[src/rtl/cfgcrc_pkg.sv]
package cfgcrc_pkg;
    localparam int CRC_W  = 16;
    localparam int QUAD_W = 32;
    localparam int NIB_W  = 4;
    localparam int NIBS   = QUAD_W / NIB_W;
    localparam int CNT_W  = $clog2(NIBS);

    typedef enum logic [1:0] {
        ST_IDLE,
        ST_TAKE,
        ST_SHIFT,
        ST_DONE
    } crc_state_e;
endpackage

[src/rtl/crc_nib_step.sv]
module crc_nib_step
    import cfgcrc_pkg::*;
(
    input  logic [CRC_W-1:0] acc_in,
    input  logic [NIB_W-1:0] nib,
    output logic [CRC_W-1:0] acc_out
);
    logic [NIB_W-1:0] fb;

    always_comb begin
        fb      = acc_in[CRC_W-1 -: NIB_W] ^ nib;
        acc_out = (acc_in << NIB_W)
                ^ (CRC_W'(fb) << 12)
                ^ (CRC_W'(fb) << 5)
                ^ CRC_W'(fb);
    end
endmodule

[src/rtl/crc_hdr_pack.sv]
module crc_hdr_pack
    import cfgcrc_pkg::*;
#(
    parameter int LEN_W = 16
) (
    input  logic [LEN_W-1:0]  len,
    input  logic [CRC_W-1:0]  crc,
    output logic [QUAD_W-1:0] hdr
);
    localparam int FLD_W = QUAD_W - CRC_W;

    generate
        if (LEN_W >= FLD_W) begin : g_trunc
            assign hdr = {len[FLD_W-1:0], crc};
        end else begin : g_ext
            assign hdr = {{(FLD_W-LEN_W){1'b0}}, len, crc};
        end
    endgenerate
endmodule

[src/rtl/cfgrom_crc_engine.sv]
module cfgrom_crc_engine
    import cfgcrc_pkg::*;
#(
    parameter int LEN_W = 16
) (
    input  logic              clk,
    input  logic              rst_n,
    input  logic              start,
    input  logic [LEN_W-1:0]  len_quads,
    input  logic              in_valid,
    input  logic [QUAD_W-1:0] in_data,
    output logic              in_ready,
    output logic              done,
    output logic [CRC_W-1:0]  crc,
    output logic [QUAD_W-1:0] header
);
    typedef struct packed {
        crc_state_e        st;
        logic [CRC_W-1:0]  acc;
        logic [QUAD_W-1:0] sh;
        logic [CNT_W-1:0]  cnt;
        logic [LEN_W-1:0]  remain;
        logic [LEN_W-1:0]  len;
    } regs_t;

    regs_t r_d, r_q;
    logic [NIB_W-1:0] nib_src;
    logic [CRC_W-1:0] acc_nx;

    crc_nib_step u_step (
        .acc_in  (r_q.acc),
        .nib     (nib_src),
        .acc_out (acc_nx)
    );

    crc_hdr_pack #(.LEN_W(LEN_W)) u_hdr (
        .len (r_q.len),
        .crc (r_q.acc),
        .hdr (header)
    );

    always_comb begin
        r_d     = r_q;
        nib_src = (r_q.st == ST_TAKE) ? in_data[QUAD_W-1 -: NIB_W]
                                      : r_q.sh[QUAD_W-1 -: NIB_W];
        if (start) begin
            r_d.acc    = '0;
            r_d.len    = len_quads;
            r_d.remain = len_quads;
            r_d.cnt    = '0;
            r_d.st     = (len_quads == '0) ? ST_DONE : ST_TAKE;
        end else begin
            case (r_q.st)
                ST_TAKE: begin
                    if (in_valid) begin
                        r_d.acc = acc_nx;
                        r_d.sh  = in_data << NIB_W;
                        r_d.cnt = CNT_W'(NIBS - 1);
                        r_d.st  = ST_SHIFT;
                    end
                end
                ST_SHIFT: begin
                    r_d.acc = acc_nx;
                    r_d.sh  = r_q.sh << NIB_W;
                    r_d.cnt = r_q.cnt - 1'b1;
                    if (r_q.cnt == CNT_W'(1)) begin
                        r_d.remain = r_q.remain - 1'b1;
                        r_d.st     = (r_q.remain == LEN_W'(1)) ? ST_DONE : ST_TAKE;
                    end
                end
                default: r_d = r_q;
            endcase
        end
    end

    always_ff @(posedge clk or negedge rst_n) begin
        if (!rst_n) begin
            r_q <= '{st: ST_IDLE, acc: '0, sh: '0, cnt: '0, remain: '0, len: '0};
        end else begin
            r_q <= r_d;
        end
    end

    assign in_ready = (r_q.st == ST_TAKE);
    assign done     = (r_q.st == ST_DONE);
    assign crc      = r_q.acc;
endmodule

[config.mk]
export PLATFORM = sky130hd
export DESIGN_NAME = cfgrom_crc_engine
export DESIGN_NICKNAME = d
export VERILOG_FILES = /design/src/rtl/cfgcrc_pkg.sv /design/src/rtl/crc_nib_step.sv /design/src/rtl/crc_hdr_pack.sv /design/src/rtl/cfgrom_crc_engine.sv
export SDC_FILE = /design/constraint.sdc
export NUM_CORES = 1
export LEC_CHECK = 0
export ABC_AREA = 1
export BUFFER_PORTS_ARGS = -buffer_cell sky130_fd_sc_hd__buf_2
export CAP_MARGIN = 20
export CORE_MARGIN = 10
export CORE_UTILIZATION = 40
export DETAILED_ROUTE_END_ITERATION = 10
export PLACE_DENSITY_LB_ADDON = 0.3
export SLEW_MARGIN = 20
export SYNTH_ARGS = -nofsm -noshare
export SYNTH_HDL_FRONTEND = slang
export SYNTH_SLANG_ARGS = --single-unit
[constraint.sdc]
create_clock -name clk -period 2.9 [get_ports clk]
set_clock_uncertainty 0.2 [all_clocks]
set_input_delay 0.145 -clock clk [delete_from_list [all_inputs] [get_ports clk]]
set_output_delay 0.145 -clock clk [all_outputs]
set_load 0.02 [all_outputs]
==> run metrics <==
syn_nets a little over 600; combined area of all synthesized cells approximately 4400 µm²; Avg Synthesized Cell Area about 7.9 µm²; share of the synthesized area in compound gates (AO/OA/AOI/OAI) 0.132; path type of the worst min-delay path in2reg; number of nets in the final layout 712; total via count in the routed design between 3000 and 4000; total of buffers placed on input and output ports a little over 100; proportion of power drawn by the clock network 0.178; proportion of synthesized area in mux cells 0; number of sinks on the clock net 81; overall global routing resource usage 0.140; normalized max-slew margin 0.504; reg-to-reg startpoint r_q[83]$_DFFE_PN0P_; cell leakage power about 0.0027 µW; Synth top area share 0.456; Data required, critical path ~3.0 ns; leading cell type in the layout, fill and taps excluded sky130_fd_sc_hd__nand2_1; post-synth top area cell sky130_fd_sc_hd__dfrtp_1; Adder-Cell Fraction of Synth Area 0.0197; synthesized-area fraction occupied by xor and xnor cells 0.0177; fmax 445 MHz; final wirelength approximately 11 mm; antenna-violating nets left 0; count of endpoints failing hold in the final timing report 0; startpoint of the tightest hold check path start; clock buffer depth 2; boundary pin count 102; Die Span Y roughly 130 µm; critical path class reg2reg; cell internal pwr 2620 µW; number of instances in the synthesized netlist approximately 560; commonest cells after routing, fill and taps aside sky130_fd_sc_hd__nand2_1, sky130_fd_sc_hd__buf_2, sky130_fd_sc_hd__dfrtp_1, sky130_fd_sc_hd__inv_1, sky130_fd_sc_hd__dlygate4sd3_1; # hold bufs at CTS between 40 and 50; total of cells resized after clock tree synthesis 0; dominant combinational cell family by area after synthesis simple AND/OR/NAND/NOR gates; Yosys warning total 0; First-pass DRT Iterations 5; endpoint arrival time on the critical path approximately 2.3 ns; Remaining DRCs 0; portion of the clock cycle consumed by the worst path in the final layout 0.775; Period minus WS final between 2 and 2.5 ns; starting density of the core 0.410; HPWL Detailed 7.68 mm; maximum resistive drop on vdd around 0.40 mV; CTS tree yes; number of placement rows 38; count of H-tree levels built during CTS 3; Combinational Power Share 0.453; number of max-cap violations 0; category of the worst setup path launch point flip-flop; Clock Pin Slew Worst Setup and Hold Paths ~0.090 ns; proportion of synthesized chip area in sequential cells 0.456; Detailed Route Iter0 Violations between 200 and 300; global placement routability congestion roughly 0.84; Cell Pwr Density between 800 and 900 nW/µm²; root cell of the clock tree sky130_fd_sc_hd__clkbuf_8; worst skew pair latency 0.36 ns; RSZ-0062 raised after global routing no; final std cell area, no fill around 5300 µm²; kind of end point of the critical path flip-flop; run status finished clean; global-route wire length before repair approximately 19 mm; count of buffers added by post-CTS timing repair for setup 0; vias in the first global route around 3800; relative area change from synthesis to final layout 20.1%; number of clock buffers inserted by TritonCTS 9; number of antenna violations at the first check in global routing 0; max-slew violation total from the final report 0; maximum number of pins on one net before global-route repair 82; placement-stage cell area 4690 µm²; switching power total roughly 2000 µW; core outline area approximately 11000 µm²; start point of the critical path r_q[83]$_DFFE_PN0P_; die footprint between 15000 and 20000 µm²; sequential fraction of design power 0.369; proportion of layout cells with a drive suffix above 1 0.201; switch share 0.439; worst hold margin ~0.064 ns; wire length per cell between 10 and 15 µm; via density per instance 4.77; CP max FO 12; final setup violation count 0; antenna cells 0; Worst Tran Pin Value roughly 0.74 ns; summed negative setup slack over all endpoints 0 ns; DIE WIDTH ~130 µm; count of unique library cells instantiated by Yosys 30; total grt overflow 0; number of synthesized register bits between 80 and 90; area fraction in and, or, nand and nor cells after synthesis 0.214; synth top area cells sky130_fd_sc_hd__dfrtp_1, sky130_fd_sc_hd__nand2_1, sky130_fd_sc_hd__buf_4, sky130_fd_sc_hd__inv_1, sky130_fd_sc_hd__o21ai_0
## stage by stage
| step | utilization | worst slack [ns] | total power [µW] | instances |
|---|---|---|---|---|
| finish | 0.492 | 0.654 | 4670 | 798 |
| CTS | 0.492 | 0.642 | 4720 | 798 |
| floorplan | - | 1.04 | 3510 | 561 |
| global route | 0.492 | 0.441 | 5070 | 798 |
| global placement | 0.433 | 0.744 | 3750 | 737 |
| detailed placement | 0.433 | 0.646 | 3820 | 737 |
## cell type report
| type | count | area [µm²] |
|---|---|---|
| flip-flops and latches | 81 | 2030 |
| repair buffers | 149 | 985 |
| clock buffers | 10 | 128 |
| inverters | 65 | 244 |
| fillers | 1070 | 5500 |
| multi-input cells | 347 | 1710 |
| clock inverters | 6 | 66.3 |
| well taps | 140 | 175 |
## path summary, 6_finish.rpt
| path | cells after the start | slack, ns | to |
|---|---|---|---|
| setup / recovery | 8 | 0.65 | crc[0]$_DFFE_PN0P_ |
| max in group asynchronous | 2 | 1.81 | r_q[27]$_DFFE_PN0P_ |
| setup reg to reg | 8 | 0.65 | crc[0]$_DFFE_PN0P_ |
| min in group asynchronous | 2 | 0.18 | r_q[55]$_DFFE_PN0P_ |
| hold / removal | 3 | 0.06 | r_q[13]$_DFFE_PN0P_ |
| hold reg to reg | 2 | 0.27 | r_q[5]$_DFFE_PN0P_ |
## cells by family after synthesis
kind of cell	after synthesis
compound gates	98
xor+xnor	9
fa+ha+maj	7
buf+inv	133
flops	81
simple gates	233
## layer usage
metal | vias to the layer above | routed length (µm) | global-route usage
met2 | 83 | 4970 | 0.219
li1 | 1938 | - | -
met5 | - | 0 | 0
met3 | 10 | 722 | 0.0376
met4 | 0 | 139 | 0.0528
met1 | 1774 | 5270 | 0.180
## state kept, by name, indices dropped and copies added (netlist names)
name / count
crc: 16
r_q: 65
## cell usage after synthesis
cell,count
sky130_fd_sc_hd__buf_1,1
sky130_fd_sc_hd__a31oi_1,7
sky130_fd_sc_hd__ha_1,7
sky130_fd_sc_hd__xor2_1,9
sky130_fd_sc_hd__o21ai_1,3
sky130_fd_sc_hd__buf_4,53
sky130_fd_sc_hd__nor2_1,43
sky130_fd_sc_hd__o311ai_1,3
sky130_fd_sc_hd__o22ai_1,10
sky130_fd_sc_hd__nand2_2,2
sky130_fd_sc_hd__or2_2,2
sky130_fd_sc_hd__nor3_1,3
sky130_fd_sc_hd__nor2_2,2
sky130_fd_sc_hd__a21oi_1,11
sky130_fd_sc_hd__nand3_1,25
sky130_fd_sc_hd__nand3_2,1
sky130_fd_sc_hd__o211ai_1,25
sky130_fd_sc_hd__nand4_1,1
sky130_fd_sc_hd__inv_2,5
sky130_fd_sc_hd__buf_6,1
sky130_fd_sc_hd__or2_0,1
sky130_fd_sc_hd__nand3b_1,3
sky130_fd_sc_hd__nand2_1,149
sky130_fd_sc_hd__o21a_1,1
sky130_fd_sc_hd__inv_1,60
sky130_fd_sc_hd__o21ai_0,38
sky130_fd_sc_hd__nor3_2,1
sky130_fd_sc_hd__clkbuf_1,9
sky130_fd_sc_hd__dfrtp_1,81
sky130_fd_sc_hd__buf_2,4
## critical path, stage by stage (launching register included)
cell	delay (ns)
sky130_fd_sc_hd__dfrtp_1	0.41
sky130_fd_sc_hd__inv_1	0.08
sky130_fd_sc_hd__ha_1	0.22
sky130_fd_sc_hd__inv_1	0.22
sky130_fd_sc_hd__nand3_1	0.16
sky130_fd_sc_hd__nand2_2	0.11
sky130_fd_sc_hd__nor2_2	0.41
sky130_fd_sc_hd__inv_2	0.18
sky130_fd_sc_hd__o22ai_1	0.17
## power groups by stage
stage | registers [µW] | clock network [µW] | logic [µW]
after floorplan | 1690 | 0 | 1820
after global placement | 1720 | 0 | 2030
after detailed placement | 1750 | 0 | 2080
after CTS | 1720 | 859 | 2140
after global routing | 1770 | 896 | 2410
final | 1720 | 831 | 2120
Note: power is estimated with default switching activity, not from simulation.
